===== src/rtl/i2c_rec_pkg.sv =====
package i2c_rec_pkg;

  typedef enum logic [2:0] {
    ST_IDLE,
    ST_BURST_LO,
    ST_BURST_HI,
    ST_STOP_LO,
    ST_STOP_HI,
    ST_STOP_REL
  } recState_t;

  // strobes from control to datapath
  typedef struct packed {
    logic latchDiv;
    logic loadTimer;
    logic clrPulse;
    logic countPulse;
    logic sclLow;
    logic sclRel;
    logic sdaLow;
    logic sdaRel;
    logic setDone;
    logic setFail;
  } recStrobe_t;

  // status from datapath to control
  typedef struct packed {
    logic sdaHigh;
    logic sclHigh;
    logic halfDone;
    logic lastPulse;
  } recStatus_t;

endpackage


===== src/rtl/i2c_rec_sync.sv =====
module i2c_rec_sync #(
  parameter int    STAGES  = 2,
  parameter logic  RST_VAL = 1'b1
) (
  input  logic clk,
  input  logic rst,
  input  logic dIn,
  output logic dOut
);

  logic [STAGES-1:0] stage;

  generate
    for (genvar i = 0; i < STAGES; i++) begin : g_stage
      if (i == 0) begin : g_first
        always_ff @(posedge clk) begin
          if (rst) stage[i] <= RST_VAL;
          else     stage[i] <= dIn;
        end
      end else begin : g_next
        always_ff @(posedge clk) begin
          if (rst) stage[i] <= RST_VAL;
          else     stage[i] <= stage[i-1];
        end
      end
    end
  endgenerate

  assign dOut = stage[STAGES-1];

endmodule


===== src/rtl/i2c_rec_datapath.sv =====
module i2c_rec_datapath
  import i2c_rec_pkg::*;
#(
  parameter int DIV_W       = 16,
  parameter int PULSES      = 9,
  parameter int MIN_HALF    = 4,
  parameter int SYNC_STAGES = 2
) (
  input  logic             clk,
  input  logic             rst,
  input  logic [DIV_W-1:0] divHalf,
  input  logic             sclIn,
  input  logic             sdaIn,
  input  recStrobe_t       strb,
  output recStatus_t       stat,
  output logic             sclDrvLow,
  output logic             sdaDrvLow,
  output logic             done,
  output logic             fail
);

  localparam int CNT_W = $clog2(PULSES + 1);
  localparam logic [DIV_W-1:0] HALF_FLOOR = DIV_W'(MIN_HALF);
  localparam logic [CNT_W-1:0] LAST_IDX   = CNT_W'(PULSES - 1);

  logic             sclSync;
  logic             sdaSync;
  logic [DIV_W-1:0] effHalf;
  logic [DIV_W-1:0] divReg;
  logic [DIV_W-1:0] loadVal;
  logic [DIV_W-1:0] halfCnt;
  logic [CNT_W-1:0] pulseCnt;

  i2c_rec_sync #(.STAGES(SYNC_STAGES), .RST_VAL(1'b1)) u_sclSync (
    .clk(clk), .rst(rst), .dIn(sclIn), .dOut(sclSync)
  );

  i2c_rec_sync #(.STAGES(SYNC_STAGES), .RST_VAL(1'b1)) u_sdaSync (
    .clk(clk), .rst(rst), .dIn(sdaIn), .dOut(sdaSync)
  );

  // clamp tiny divider values so the synchronizer can settle inside a phase
  assign effHalf = (divHalf < HALF_FLOOR) ? HALF_FLOOR : divHalf;
  assign loadVal = strb.latchDiv ? effHalf : divReg;

  always_ff @(posedge clk) begin
    if (rst)               divReg <= HALF_FLOOR;
    else if (strb.latchDiv) divReg <= effHalf;
  end

  // half-period timer: reaches zero on the last cycle of a phase
  always_ff @(posedge clk) begin
    if (rst)                   halfCnt <= '0;
    else if (strb.loadTimer)   halfCnt <= loadVal - 1'b1;
    else if (halfCnt != '0)    halfCnt <= halfCnt - 1'b1;
  end

  always_ff @(posedge clk) begin
    if (rst)                  pulseCnt <= '0;
    else if (strb.clrPulse)   pulseCnt <= '0;
    else if (strb.countPulse) pulseCnt <= pulseCnt + 1'b1;
  end

  // line drive enables
  always_ff @(posedge clk) begin
    if (rst)              sclDrvLow <= 1'b0;
    else if (strb.sclLow) sclDrvLow <= 1'b1;
    else if (strb.sclRel) sclDrvLow <= 1'b0;
  end

  always_ff @(posedge clk) begin
    if (rst)              sdaDrvLow <= 1'b0;
    else if (strb.sdaLow) sdaDrvLow <= 1'b1;
    else if (strb.sdaRel) sdaDrvLow <= 1'b0;
  end

  always_ff @(posedge clk) begin
    if (rst) begin
      done <= 1'b0;
      fail <= 1'b0;
    end else begin
      done <= strb.setDone;
      fail <= strb.setFail;
    end
  end

  assign stat.sdaHigh   = sdaSync;
  assign stat.sclHigh   = sclSync;
  assign stat.halfDone  = (halfCnt == '0);
  assign stat.lastPulse = (pulseCnt == LAST_IDX);

endmodule


===== src/rtl/i2c_rec_ctrl.sv =====
module i2c_rec_ctrl
  import i2c_rec_pkg::*;
(
  input  logic       clk,
  input  logic       rst,
  input  logic       startReq,
  input  logic       autoEn,
  input  recStatus_t stat,
  output recStrobe_t strb,
  output logic       busy
);

  recState_t state;
  recState_t nextState;
  logic      stuckSeen;

  assign stuckSeen = !stat.sdaHigh && (startReq || (autoEn && stat.sclHigh));

  always_ff @(posedge clk) begin
    if (rst) state <= ST_IDLE;
    else     state <= nextState;
  end

  always_comb begin
    nextState = state;
    strb      = '0;
    case (state)
      ST_IDLE: begin
        if (stuckSeen) begin
          nextState      = ST_BURST_LO;
          strb.latchDiv  = 1'b1;
          strb.loadTimer = 1'b1;
          strb.clrPulse  = 1'b1;
          strb.sclLow    = 1'b1;
        end else if (startReq) begin
          strb.setDone = 1'b1;
        end
      end
      ST_BURST_LO: begin
        if (stat.halfDone) begin
          nextState      = ST_BURST_HI;
          strb.sclRel    = 1'b1;
          strb.loadTimer = 1'b1;
        end
      end
      ST_BURST_HI: begin
        if (stat.halfDone) begin
          strb.sclLow    = 1'b1;
          strb.loadTimer = 1'b1;
          if (stat.lastPulse) begin
            nextState = ST_STOP_LO;
          end else begin
            nextState       = ST_BURST_LO;
            strb.countPulse = 1'b1;
          end
        end
      end
      ST_STOP_LO: begin
        // SDA pulled low one cycle after SCL went low
        strb.sdaLow = 1'b1;
        if (stat.halfDone) begin
          nextState      = ST_STOP_HI;
          strb.sclRel    = 1'b1;
          strb.loadTimer = 1'b1;
        end
      end
      ST_STOP_HI: begin
        if (stat.halfDone) begin
          nextState      = ST_STOP_REL;
          strb.sdaRel    = 1'b1;
          strb.loadTimer = 1'b1;
        end
      end
      ST_STOP_REL: begin
        if (stat.halfDone) begin
          nextState = ST_IDLE;
          if (stat.sdaHigh) strb.setDone = 1'b1;
          else              strb.setFail = 1'b1;
        end
      end
      default: nextState = ST_IDLE;
    endcase
  end

  assign busy = (state != ST_IDLE);

endmodule


===== src/rtl/i2c_recovery.sv =====
module i2c_recovery
  import i2c_rec_pkg::*;
#(
  parameter int DIV_W       = 16,
  parameter int PULSES      = 9,
  parameter int MIN_HALF    = 4,
  parameter int SYNC_STAGES = 2
) (
  input  logic             clk,
  input  logic             rst,
  input  logic             startReq,
  input  logic             autoEn,
  input  logic [DIV_W-1:0] divHalf,
  input  logic             sclIn,
  input  logic             sdaIn,
  output logic             sclDrvLow,
  output logic             sdaDrvLow,
  output logic             busy,
  output logic             done,
  output logic             fail
);

  recStrobe_t strb;
  recStatus_t stat;

  i2c_rec_ctrl u_ctrl (
    .clk      (clk),
    .rst      (rst),
    .startReq (startReq),
    .autoEn   (autoEn),
    .stat     (stat),
    .strb     (strb),
    .busy     (busy)
  );

  i2c_rec_datapath #(
    .DIV_W       (DIV_W),
    .PULSES      (PULSES),
    .MIN_HALF    (MIN_HALF),
    .SYNC_STAGES (SYNC_STAGES)
  ) u_dp (
    .clk       (clk),
    .rst       (rst),
    .divHalf   (divHalf),
    .sclIn     (sclIn),
    .sdaIn     (sdaIn),
    .strb      (strb),
    .stat      (stat),
    .sclDrvLow (sclDrvLow),
    .sdaDrvLow (sdaDrvLow),
    .done      (done),
    .fail      (fail)
  );

endmodule


===== config.mk =====
export PLATFORM = sky130hd
export DESIGN_NAME = i2c_recovery
export DESIGN_NICKNAME = d
export VERILOG_FILES = /design/src/rtl/i2c_rec_pkg.sv /design/src/rtl/i2c_rec_sync.sv /design/src/rtl/i2c_rec_datapath.sv /design/src/rtl/i2c_rec_ctrl.sv /design/src/rtl/i2c_recovery.sv
export SDC_FILE = /design/constraint.sdc
export NUM_CORES = 1
export LEC_CHECK = 0
export BUFFER_PORTS_ARGS = -buffer_cell sky130_fd_sc_hd__buf_2
export CORE_UTILIZATION = 50
export CTS_CLUSTER_SIZE = 8
export DETAILED_ROUTE_END_ITERATION = 16
export PLACE_DENSITY = 0.81
export SLEW_MARGIN = 25
export SYNTH_ARGS = -nofsm -noshare
export SYNTH_HDL_FRONTEND = slang
export SYNTH_SLANG_ARGS = --single-unit

===== constraint.sdc =====
create_clock -name clk -period 4.5 [get_ports clk]
set_clock_uncertainty 0.1 [all_clocks]
set_input_delay 0.45 -clock clk [delete_from_list [all_inputs] [get_ports clk]]
set_output_delay 0.45 -clock clk [all_outputs]
set_load 0.05 [all_outputs]

==> metrics.md <==
| Metric | Value |
|---|---|
| Status | `finished, final reports clean` |
| TritonCTS clock tree | `built` |
| Post-Synth XOR/XNOR Area | `3.10%` |
| Overall die height | `73.3 um` |
| Share of cells above drive strength 1 | `17.3%` |
| CTS clk-pin slew, worst paths | `0.09 ns` |
| Synth warnings | `0` |
| Mux cell area share after synthesis | `7.10%` |
| Minimum clock period | `3.43 ns` |
| Post-Synth Simple-Gate Area | `26.7%` |
| Vias per cell | `5.85` |
| DR vias | `2289` |
| Distinct cells, synth | `55` |
| Iteration count of the initial detailed-routing pass | `6` |
| PwrDens | `531 mW/mm2` |
| Area of the core | `0.00482 mm2` |
| Max Cap Violations | `0` |
| Seq/Total Area, Yosys | `37.1%` |
| Pin count of the biggest net entering global routing | `34` |
| GPL Wtd Cong | `0.870` |
| Fin crit share | `76.1%` |
| Crit path arrival time | `3.53 ns` |
| Sequential Area | `941 um2` |
| DRC | `0` |
| Vias in the first global route | `2091` |
| Routed Antenna Nets | `0` |
| Total GRT Usage | `23.7%` |
| Iter 0 DRT Violations | `142` |
| Hold-fix buffers, CTS | `0` |
| Max Clk Rate | `292 MHz` |
| Peak VDD IR | `0.000181 V` |
| Initial antenna violation count | `0` |
| # setup viols final | `0` |
| Clock Latency Late Sink | `0.30 ns` |
| Global route total overflow | `0` |
| Global-route wire length before repair | `9800 um` |
| Die X | `73.3 um` |
| Cts repair resizes | `0` |
| Clock buffer count from CTS | `5` |
| Final nets | `348` |
| Max FO, Critical Path | `13` |
| Post-synth EDFFs | `0` |
| Leading cell type in the layout, fill and taps excluded | `dfxtp_1` |
| Synth Area in Compound Gates | `20.5%` |
| Synth async-reset ratio | `0%` |
| # rows | `25` |
| Post-DP HPWL | `4160 um` |
| Endpoints failing hold | `0` |
| P&R area growth vs syn | `11.4%` |
| Per-cell routed wire length | `14.6 um` |
| Startpoint of the worst hold path | `sclIn` |
| Max-slew violation count | `0` |
| Total Wirelength | `5730 um` |
| Placed insts | `383` |
| Multi-input logic area | `0.00150 mm2` |
| Fillcell total | `465` |
| Maximum clock insertion buffer count | `2` |
| Most frequent cells in the layout | `dfxtp_1 (47), nand2_1 (35), nor2_1 (28)` |
| Largest family of logic cells by synthesized area | `simple AND/OR/NAND/NOR gates` |
| Setup TNS | `0 ns` |
| Yosys reg bits | `47` |
| Kind of critical path | `reg -> reg` |
| Postcts setup bufs | `0` |
| Root Driver | `clkbuf_8` |
| Synth Instances | `305` |
| Syn Area/Cell | `8.32 um2` |
| Top cell type by total area after synthesis | `dfxtp_1` |
| Area contributors post-synth | `dfxtp_1 (37%), mux2i_1 (7.1%), nand2_1 (5.2%), a21oi_1 (4.9%), nor2_1 (4.1%)` |
| RSZ-0062 raised after global routing | `false` |
| Crit start category | `flip-flop` |
| Synth top area share | `37.1%` |
| Starting Density | `52.7%` |
| H-tree depth | `2` |
| Synthesized net count | `330` |
| Top-Level Pins | `27` |
| Slew HR | `54.0%` |
| Critical path data required time | `4.61 ns` |
| Worst min-delay path category | `in -> reg` |
| Finished Layout Cells | `391` |
| Worst Setup SP | `u_dp.halfCnt[8]` |
| Crit. End Element | `flip-flop` |
| Most used DFF post-synth | `dfxtp_1` |
| Leak | `1.16 nW` |
| Die ar. | `0.00537 mm2` |
| Post-synthesis adder-cell area fraction | `1.48%` |
| PortBufs | `26` |
| RR Startpoint | `u_dp.halfCnt[8]` |
| TritonCTS Sinks | `47` |
| Worst slew pin tran | `0.681 ns` |
| ANT cells | `0` |
| Mapped Area | `0.00254 mm2` |
-- stage by stage --
stage / power [W] / worst slack (ns) / hold slack (ns) / cell area, um2 / util [%]
after floorplan: 0.00102 / 1.06 / 0.289 / 2540 / -
after global placement: 0.00112 / 1.19 / 0.294 / 2690 / 55.9
after detailed placement: 0.00113 / 1.11 / 0.295 / 2690 / 55.9
after CTS: 0.00150 / 1.10 / 0.217 / 2830 / 58.7
after global routing: 0.00160 / 0.906 / 0.209 / 2830 / 58.7
final: 0.00150 / 1.07 / 0.222 / 2830 / 58.7
-- registers in the layout (all words and copies together), names as in the netlist --
signal,cells
u_dp.pulseCnt,4
u_dp.u_sdaSync.stage,1
u_dp.u_sdaSync.dOut,1
u_dp.sdaDrvLow,1
u_dp.fail,1
u_dp.sclDrvLow,1
u_dp.u_sclSync.stage,1
u_ctrl.state,3
u_dp.done,1
u_dp.u_sclSync.dOut,1
u_dp.divReg,16
u_dp.halfCnt,16
-- final timing paths --
| check | to | slack [ns] | cells after the start |
|---|---|---|---|
| worst max-delay path | u_dp.halfCnt[10] | 1.07 | 11 |
| worst min-delay path | u_dp.u_sclSync.stage[0] | 0.22 | 2 |
| worst max register to register | u_dp.halfCnt[10] | 1.07 | 11 |
| worst min register to register | u_dp.u_sclSync.dOut | 0.32 | 1 |
-- cell families (layout without fill, tap and decap cells) --
logic type,Yosys count,in the layout
buf+inv,23,42
xor+xnor,9,9
mux,18,18
compound gates,74,74
fa+ha+maj,3,3
flops,47,47
simple gates,131,131
-- worst max-delay path, stage by stage (launching register included) --
cell and delay [ns]:
dfxtp_1 0.33, or3_4 0.39, or4_1 0.54, a211o_4 0.36, nand2_4 0.20, mux2i_1 0.25, ha_1 0.28, nand2_1 0.10
nor4_1 0.21, a31o_2 0.24, a311oi_1 0.11, a41o_1 0.21
-- area by class of cell --
cell class | count | area share, %
clock inverters | 3 | 2.39
inverters | 6 | 0.796
clock buffers | 5 | 2.43
well taps | 67 | 2.96
multi-input cells | 235 | 53.0
flip-flops and latches | 47 | 33.3
repair buffers | 28 | 5.13
-- per-layer routing --
| layer | GRT usage [%] | wire length [um] | share of wire, % |
|---|---|---|---|
| met1 | 32.4 | 2770 | 48 |
| met2 | 36.7 | 2550 | 44 |
| met3 | 4.53 | 313 | 5.5 |
| met4 | 9.37 | 96 | 1.7 |
| met5 | 0 | 0 | 0 |
-- where the power goes --
part	leakage (nW)	total [W]	switching (W)	internal [W]
logic	0.710	0.000599	0.000360	0.000239
clock network	0.0644	0.000367	0.000145	0.000221
registers	0.383	0.000536	0.0000504	0.000486
-- cell usage after synthesis (all sizes together), types with 2 or more instances --
cell	number
or4	3
o211ai	3
a211oi	2
xnor2	5
a21oi	25
inv	6
ha	3
a21o	5
o41ai	2
and2	3
a31oi	2
nand3b	2
nand4	3
nand3	7
clkbuf	7
nor3	17
nor2b	7
a31o	3
o22ai	2
dfxtp	47
mux2i	18
xor2	4
buf	10
nand2	36
o31a	2
nor4	5
o31ai	2
and4	2
nor2	29
a22oi	2
or2	5
or3	10
o21ai	14
(Power assumes the default switching activity.)
